File: config.mk
export PLATFORM = sky130hd
export DESIGN_NAME = irq_router
export DESIGN_NICKNAME = d
export VERILOG_FILES = /design/src/rtl/irq_router.sv
export SDC_FILE = /design/constraint.sdc
export NUM_CORES = 1
export LEC_CHECK = 0
export ABC_CLOCK_PERIOD_IN_PS = 3300
export BUFFER_PORTS_ARGS = -buffer_cell sky130_fd_sc_hd__buf_2
export CAP_MARGIN = 20
export CORE_UTILIZATION = 53
export DETAILED_ROUTE_END_ITERATION = 8
export GPL_TIMING_DRIVEN = 0
export PLACE_DENSITY = 0.94
export SLEW_MARGIN = 40
export SYNTH_ARGS = -nofsm -noshare
export SYNTH_HDL_FRONTEND = slang
export SYNTH_SLANG_ARGS = --single-unit
File: constraint.sdc
create_clock -name clk -period 3.3 [get_ports clk]
set_input_delay 0.33 -clock clk [delete_from_list [all_inputs] [get_ports clk]]
set_output_delay 0.33 -clock clk [all_outputs]
set_load 0.01 [all_outputs]
File: src/rtl/irq_router.sv
module irq_router #(
  parameter int          NCPU       = 4,
  parameter logic [127:0] LEVEL_MAP = 128'h0E980000_0E0FC401_DAB97653_20000000,
  parameter int          TIMER_BIT  = 14,
  parameter logic [31:0] VALID_MASK = 32'hF05DFF80,
  parameter logic [31:0] DIS_RESET  = 32'h0FA2007F
) (
  input  logic                 clk,
  input  logic                 rst_n,
  input  logic [2:0]           reg_addr,
  input  logic                 reg_wr,
  input  logic [31:0]          reg_wdata,
  input  logic                 reg_rd,
  output logic [31:0]          reg_rdata,
  input  logic [31:0]          src_in,
  input  logic [NCPU-1:0]      tmr_in,
  output logic [NCPU*16-1:0]   lvl_out
);
  localparam int          NSRC   = 32;
  localparam int          LVW    = 16;
  localparam int          GDIS   = 31;
  localparam logic [3:0]  TMR_LV = LEVEL_MAP[4*TIMER_BIT +: 4];
  localparam logic [31:0] TBIT   = 32'(1) << TIMER_BIT;

  logic [31:0]         pend, dis, src_q;
  logic [3:0]          tgt;
  logic [NCPU-1:0]     tmr_q, tmr_hold;
  logic [NSRC-1:0]     live;
  logic [LVW-1:0]      ext_vec;

  for (genvar i = 0; i < NSRC; i++) begin : g_live
    assign live[i] = |LEVEL_MAP[4*i +: 4];
  end

  wire [NCPU-1:0] tmr_rise = tmr_in & ~tmr_q;
  wire [NCPU-1:0] tmr_fall = ~tmr_in & tmr_q;
  wire [31:0] rise  = ((src_in & ~src_q) | ({32{|tmr_rise}} & TBIT)) & live;
  wire [31:0] fall  = ((~src_in & src_q) | ({32{|tmr_fall}} & TBIT)) & live & ~rise;
  wire [31:0] wmask = reg_wdata & VALID_MASK;
  wire wr_en  = reg_wr && reg_addr == 3'd2;
  wire wr_dis = reg_wr && reg_addr == 3'd3;
  wire wr_tgt = reg_wr && reg_addr == 3'd4;

  wire [31:0] enabled = pend & ~dis;
  wire        ext_on  = (|enabled) && !dis[GDIS];

  always_ff @(posedge clk or negedge rst_n) begin
    if (!rst_n) begin
      pend     <= '0;
      dis      <= DIS_RESET;
      tgt      <= '0;
      src_q    <= '0;
      tmr_q    <= '0;
      tmr_hold <= '0;
    end else begin
      pend  <= ((pend | rise) & ~fall) & ~(wr_dis ? wmask : 32'd0);
      src_q <= src_in;
      tmr_q <= tmr_in;
      tmr_hold <= (tmr_hold | tmr_rise) & ~tmr_fall;
      if (wr_en)  dis <= dis & ~wmask;
      if (wr_dis) dis <= dis | wmask;
      if (wr_tgt) tgt <= reg_wdata[3:0];
    end
  end

  always_comb begin
    ext_vec = '0;
    for (int j = 0; j < NSRC; j++)
      if (enabled[j]) ext_vec = ext_vec | (LVW'(1) << LEVEL_MAP[4*j +: 4]);
  end

  for (genvar c = 0; c < NCPU; c++) begin : g_cpu
    wire [LVW-1:0] nxt = ((ext_on && tgt == 4'(c)) ? ext_vec : '0)
                       | (tmr_hold[c] ? (LVW'(1) << TMR_LV) : '0);
    always_ff @(posedge clk or negedge rst_n) begin
      if (!rst_n) lvl_out[c*LVW +: LVW] <= '0;
      else        lvl_out[c*LVW +: LVW] <= nxt;
    end
  end

  always_comb begin
    reg_rdata = '0;
    if (reg_rd) begin
      case (reg_addr)
        3'd0:    reg_rdata = pend & ~(32'(1) << GDIS);
        3'd1:    reg_rdata = dis & VALID_MASK;
        3'd4:    reg_rdata = {28'd0, tgt};
        default: reg_rdata = '0;
      endcase
    end
  end
endmodule

==> summary.txt, run 1 <==
Comb pwr share -> 12.5%
largest net degree at the start of global routing -> 67
Mapped Area -> 4833 um^2
gpl congestion -> 0.8666
Pwr Total -> 4.037 mW
final WL -> 11550 um
main combinational cell family by area after synthesis -> simple AND/OR/NAND/NOR gates
Compound-Gate Fraction of Synth Area -> 7.999%
CTS buffer count -> 17
post-cts sizing count -> 0
Worst Path Required -> 2.97 ns
largest fanout on the critical path -> 10
Synth Register Bits -> 129
I/O Buffers -> 135
antenna-violating nets left -> 0
Final Cycle Share -> 61.52%
critical path arrival -> 1.70 ns
Synth Area in Simple Gates -> 11.26%
synth warn -> 0
vias in the first global route -> 3654
number of fill cells in the layout -> 567
Seq/Total Area, Yosys -> 66.79%
Worst Setup Path Type -> input port to output pin
HPWL Detailed -> 7715 um
Setup crit end kind -> output pin
vias -> 3654
Core Region -> 8763 um^2
vias per inst -> 5.190
clock latency on the worst-skew pair -> 0.51 ns
Clock Power Share -> 42.8%
share of layout cells above drive strength 1 -> 32.38%
PwrDens -> 620.8 nW/um^2
Setup TNS Final -> 0 ns
Syn-to-layout area delta -> 34.56%
Setup Skew -> 0.01079 ns
final setup fails -> 0
gr usage total -> 25.32%
Nets -> 658
n_diodes -> 0
Worst Hold Class -> input port to flip-flop
RSZ-0062 raised after global routing -> false
mux share of post-synthesis cell area -> 4.452%
synth unique cells -> 32
htree depth -> 4
Syn Area/Cell -> 12.21 um^2
first-pass GRT wire length -> 18410 um
die span in y -> 97.50 um
Routed WL per cell -> 16.40 um
f_max -> 492.6 MHz
Post-Synth XOR/XNOR Area -> 0%
area of the die -> 9505 um^2
Die W -> 97.50 um
commonest non-fill, non-tap cells in the layout -> 140 x buf_2, 129 x dfrtp_1, 80 x nor2_1, 26 x inv_1, 23 x dlygate4sd3_1
Slew @ Worst Pin -> 0.6156 ns
buffer count from post-CTS setup fixing -> 0
peak supply drop -> 562.2 uV
Initial Utilization -> 55.15%
Cell Rows -> 34
grt total ovfl -> 0
Gate Count Post-Synth -> 396
DRC Markers -> 0
clock root buffer -> clkbuf_8
commonest non-fill, non-tap cell in the layout -> buf_2
Pleak -> 3.503 nW
DRT Pass-1 Iters -> 5
Period minus WS final -> 2.030 ns
Top Ports -> 171
Clock transition at path regs -> 0.06 ns
final hold vios -> 0
Startpoint Class -> input port
Sequential Power Share -> 44.8%
Final Max Slew Viols -> 0
initial antenna violation count -> 0
max-cap viol count -> 0
switching portion of total power -> 28.14%
adder-cell share of the synthesized area -> 4.142%
Switching Power -> 1.136 mW
Worst slew margin -> 58.96%
TritonCTS Sinks -> 129
Pint -> 2.901 mW
TritonCTS clock tree -> yes
initial DRC count -> 125
Max Root-Sink Buffers -> 2
status -> finished clean
[metal layers]
layer	vias to the layer above	routed length [um]	GRT usage, %
li1	1666	-	-
met1	1820	4829	32.01
met2	143	5892	42.82
met3	25	517	5.108
met4	0	306	10.29
met5	-	0	0
[power groups by stage]
| stage | Combinational (mW) | Clock [mW] | Sequential, mW |
|---|---|---|---|
| after global placement | 0.446 | 0 | 1.82 |
| after floorplan | 0.259 | 0 | 1.83 |
| final | 0.503 | 1.73 | 1.81 |
| after CTS | 0.505 | 1.75 | 1.80 |
| after detailed placement | 0.473 | 0 | 1.83 |
| after global routing | 0.554 | 1.82 | 1.82 |
[layout make-up]
type,count,area [um^2],area share [%]
Sequential cell,129,3228,49.63
Multi-Input combinational cell,226,1384,21.28
Timing Repair Buffer,159,943.4,14.51
Clock buffer,17,414.1,6.368
Buffer,24,157.7,2.424
Clock inverter,15,143.9,2.212
Tap cell,108,135.1,2.078
Inverter,26,97.59,1.501
[synth_stat cells]
cell,number,area [um^2]
dfrtp_1,129,3228
nor2_1,80,300.3
inv_1,26,97.59
maj3_1,20,200.2
mux2i_1,17,170.2
nand2_1,17,63.81
a21boi_1,16,120.1
a22o_1,14,122.6
nand2b_1,13,81.33
buf_4,10,75.07
buf_2,6,30.03
a21oi_1,5,25.02
and2_1,5,31.28
clkbuf_1,5,18.77
a21o_1,4,30.03
mux2_2,4,45.04
o21bai_1,4,30.03
a22oi_1,3,22.52
buf_6,3,33.78
nand3_1,2,10.01
o22ai_1,2,12.51
a222oi_1,1,10.01
a32oi_1,1,8.760
and3b_1,1,8.760
and4bb_2,1,12.51
conb_1,1,3.750
nor2b_1,1,6.260
nor3_1,1,5.000
nor4bb_1,1,10.01
o21ai_0,1,5.000
or3_1,1,6.260
or3b_2,1,8.760
[stage by stage]
stage               cells  util [%]  setup WS, ns  cell area, um^2  hold slack (ns)
floorplan             405         -         1.683             4867          0.03441
global placement      648     64.79        0.4776             5678           0.4531
detailed placement    649     65.22         1.284             5715           0.3035
CTS                   704     74.21         1.284             6504        0.0004492
global route          704     74.21         1.221             6504         0.004622
finish                704     74.21         1.270             6504          0.01705
[cells by family after synthesis]
kind of cell,Yosys count
AOI/OAI and AO/OA,51
adders and majority gates,20
buffers and inverters,50
DFF,129
muxes,21
other,1
and+or+nand+nor,124
[worst max-delay path, cell delays in order]
cell    delay [ns]
buf_2         0.12
or3b_2        0.47
buf_2         0.21
buf_2         0.23
nor2_1        0.19
buf_2         0.16
[path summary, 6_finish.rpt]
kind	startpoint	endpoint	slack, ns	cells past startpoint
worst min register to register	tmr_hold[0]	lvl_out[10]	0.49	1
worst max register to register	tgt[1]	lvl_out[4]	1.61	4
max in group asynchronous	rst_n	lvl_out[11]	2.28	3
worst min-delay path	reg_wdata[12]	pend[12]	0.02	2
min in group asynchronous	rst_n	lvl_out[2]	0.35	2
worst max-delay path	reg_addr[1]	reg_rdata[18]	1.27	6
[repair_timing]
item,CTS,global route
hold endpoints to repair,85,0
setup endpoints to repair,0,0
hold buffers,23,0
No activity file was read; power rests on OpenSTA's default activity.
==> run 2, diff against run 1 <==
--- a/config.mk
+++ b/config.mk
@@ -5,13 +5,13 @@
 export SDC_FILE = /design/constraint.sdc
 export NUM_CORES = 1
 export LEC_CHECK = 0
-export ABC_CLOCK_PERIOD_IN_PS = 3300
+export ABC_CLOCK_PERIOD_IN_PS = 2100
 export BUFFER_PORTS_ARGS = -buffer_cell sky130_fd_sc_hd__buf_2
 export CAP_MARGIN = 20
-export CORE_UTILIZATION = 53
+export CORE_UTILIZATION = 49
 export DETAILED_ROUTE_END_ITERATION = 8
 export GPL_TIMING_DRIVEN = 0
-export PLACE_DENSITY = 0.94
+export PLACE_DENSITY = 0.89
 export SLEW_MARGIN = 40
 export SYNTH_ARGS = -nofsm -noshare
 export SYNTH_HDL_FRONTEND = slang
==> constraint.sdc (replaced) <==
create_clock -name clk -period 2.1 [get_ports clk]
set_input_delay 0.21 -clock clk [delete_from_list [all_inputs] [get_ports clk]]
set_output_delay 0.21 -clock clk [all_outputs]
set_load 0.01 [all_outputs]
==> run 2 against run 1 <==
Net effect: global-route usage decreased by 1.1 points; register-to-register slack got worse by 1.1 ns; cell count up 5.8%; clock skew fell by 0.0036 ns; count of clock-buffer cells in the layout rose by 1; clock power grew 58%; die area grew 8.0%; total power rose by 58%; sequential power is 57% higher; critical path depth unchanged; critical endpoint is now reg_rdata[29]; highest routed layer unchanged.
==> summary.txt, run 2 (synthesis gave the netlist of run 1 again) <==
Worst slew margin -> 58.25% (-0.71 points)
final setup fails -> 0 (unchanged)
n_diodes -> 0 (unchanged)
first-pass GRT wire length -> 18260 um (-0.79%)
DP Worst Slack -> 0.3326 ns (-0.9518 ns)
clock latency on the worst-skew pair -> 0.50 ns (about the same)
Max stage delay on crit path -> 0.46 ns (about the same)
antenna-violating nets left -> 0 (unchanged)
Worst Setup Path Type -> input port to output pin
initial antenna violation count -> 0 (unchanged)
DP Cell Count -> 670 (+3.2%)
WP buf/inv -> 4 (unchanged)
vias per inst -> 4.922 (-5.2%)
Initial Utilization -> 51.34% (-3.8 points)
Nets -> 679 (+3.2%)
Clock transition at path regs -> 0.06 ns (about the same)
Syn-to-layout area delta -> 39.48%
DRT Pass-1 Iters -> 4 (-1)
I/O Buffers -> 135 (unchanged)
area of the die -> 10260 um^2 (+8.0%)
peak supply drop -> 558.8 uV (-0.61%)
Final Cycle Share -> 87.42%
worst path cell trace -> buf_2 > or3b_2 > buf_2 > buf_2 > nor2_1 > buf_2
worst hold slack -> 0.2236 ns (+0.2065 ns)
share of layout cells above drive strength 1 -> 31.01% (-1.4 points)
Final Max Slew Viols -> 0 (unchanged)
Core Region -> 9415 um^2 (+7.4%)
commonest non-fill, non-tap cell in the layout -> buf_2
largest fanout on the critical path -> 10 (unchanged)
Setup crit end kind -> output pin
vias -> 3667 (+0.36%)
htree depth -> 4 (unchanged)
gr usage total -> 24.18% (-1.1 points)
Max Root-Sink Buffers -> 2 (unchanged)
Slew @ Worst Pin -> 0.6262 ns (+0.01067 ns)
clock root buffer -> clkbuf_8
non-filler instance count after layout -> 745 (+5.8%)
Post-DP Area -> 5742 um^2 (+0.46%)
RSZ-0062 raised after global routing -> false
worst setup margin -> 0.2642 ns (-1.006 ns)
grt total ovfl -> 0 (unchanged)
DRC Markers -> 0 (unchanged)
final instance area -> 6741 um^2 (+3.7%)
vias in the first global route -> 3837 (+5.0%)
Top Ports -> 171 (unchanged)
CP top delay family -> buffers and inverters
Routed WL per cell -> 15.72 um (-4.2%)
Cell Rows -> 35 (+2.9%)
initial DRC count -> 144 (+15%)
Startpoint Class -> input port
Worst Hold Class -> input port to async pin
post-cts sizing count -> 0 (unchanged)
die span in y -> 101.3 um (+3.9%)
Pleak -> 3.595 nW (+2.6%)
commonest non-fill, non-tap cells in the layout -> 140 x buf_2, 129 x dfrtp_1, 80 x nor2_1, 44 x dlygate4sd3_1, 26 x inv_1
TritonCTS Sinks -> 129 (unchanged)
CTS buffer count -> 17 (unchanged)
Setup Skew -> 0.007208 ns (-0.003585 ns)
gpl congestion -> 0.7998 (-7.7%)
largest net degree at the start of global routing -> 75 (+12%)
slowest stage cell on the critical path -> or3b_2
final hold vios -> 0 (unchanged)
HPWL Detailed -> 7627 um (-1.1%)
PwrDens -> 946.9 nW/um^2 (+53%)
Period minus WS final -> 1.836 ns
f_max -> 544.7 MHz
TritonCTS clock tree -> yes
final WL -> 11710 um (+1.4%)
Worst Path Required -> 1.89 ns (-1.08 ns)
status -> finished clean
critical path arrival -> 1.63 ns (-0.07 ns)
Die W -> 101.3 um (+3.9%)
most frequent CP cell -> buf_2
max-cap viol count -> 0 (unchanged)
-- run 2: cell count changes in the layout (fill, tap and decap cells not counted), sizes merged --
cell | previous run | this run
dlygate4sd3 | 23 | 44
inv | 35 | 26
clkinv | 2 | 8
bufinv | 0 | 2
clkbuf | 22 | 23
clkinvlp | 4 | 3
-- run 2: area by class of cell --
cell class | instances | area, um^2
multi-input combinational | 226 | 1384
sequential | 129 | 3228
buffer | 24 | 157.7
clock inverter | 13 | 141.4
timing repair buffer | 180 | 1154
clock buffer | 18 | 417.9
inverter | 26 | 97.59
tap | 129 | 161.4
fill | 650 | 2674
-- run 2: layer usage --
layer | vias to the layer above | routed length [um] | track usage, %
li1 | 1695 | - | -
met1 | 1802 | 4807 | 28.72
met2 | 142 | 6160 | 41.50
met3 | 28 | 476 | 6.142
met4 | 0 | 264 | 11.15
met5 | - | 0 | 0
-- run 2: worst register-to-register path, delay by kind of cell, from the launching register on --
kind	cells	cell delay, ns
buffers and inverters	1	0.37
flip-flops	1	0.41
AND/OR/NAND/NOR	3	0.71
-- run 2: stage by stage --
step | util, % | setup TNS [ns] | power, mW
after floorplan | - | 0 | 3.281
after global placement | 60.58 | -80.62 | 3.568
after detailed placement | 60.98 | 0 | 3.617
after CTS | 71.60 | 0 | 6.403
after global routing | 71.60 | 0 | 6.635
final | 71.60 | 0 | 6.383
-- run 2: final timing paths --
kind,startpoint,end,slack [ns],cells after the start
setup / recovery,reg_addr[1],reg_rdata[29],0.26,6
hold / removal,rst_n,lvl_out[52],0.22,2
setup reg to reg,tgt[2],lvl_out[44],0.52,4
hold reg to reg,tmr_hold[0],lvl_out[10],0.50,1
max in group asynchronous,rst_n,pend[14],1.20,3
min in group clk,reg_addr[0],flip-flop,0.25,4
-- run 2: where the power goes --
group / leakage [nW] / internal [mW] / switching (mW)
combinational: 1.67 / 0.374 / 0.444
clock: 0.267 / 1.68 / 1.05
sequential: 1.66 / 2.70 / 0.134
total: 3.59 / 4.76 / 1.63
-- run 2: timing repair --
action / CTS / global route
hold buffers: 44 / 0
hold endpoints to repair: 118 / 0
setup buffers: 0 / 0
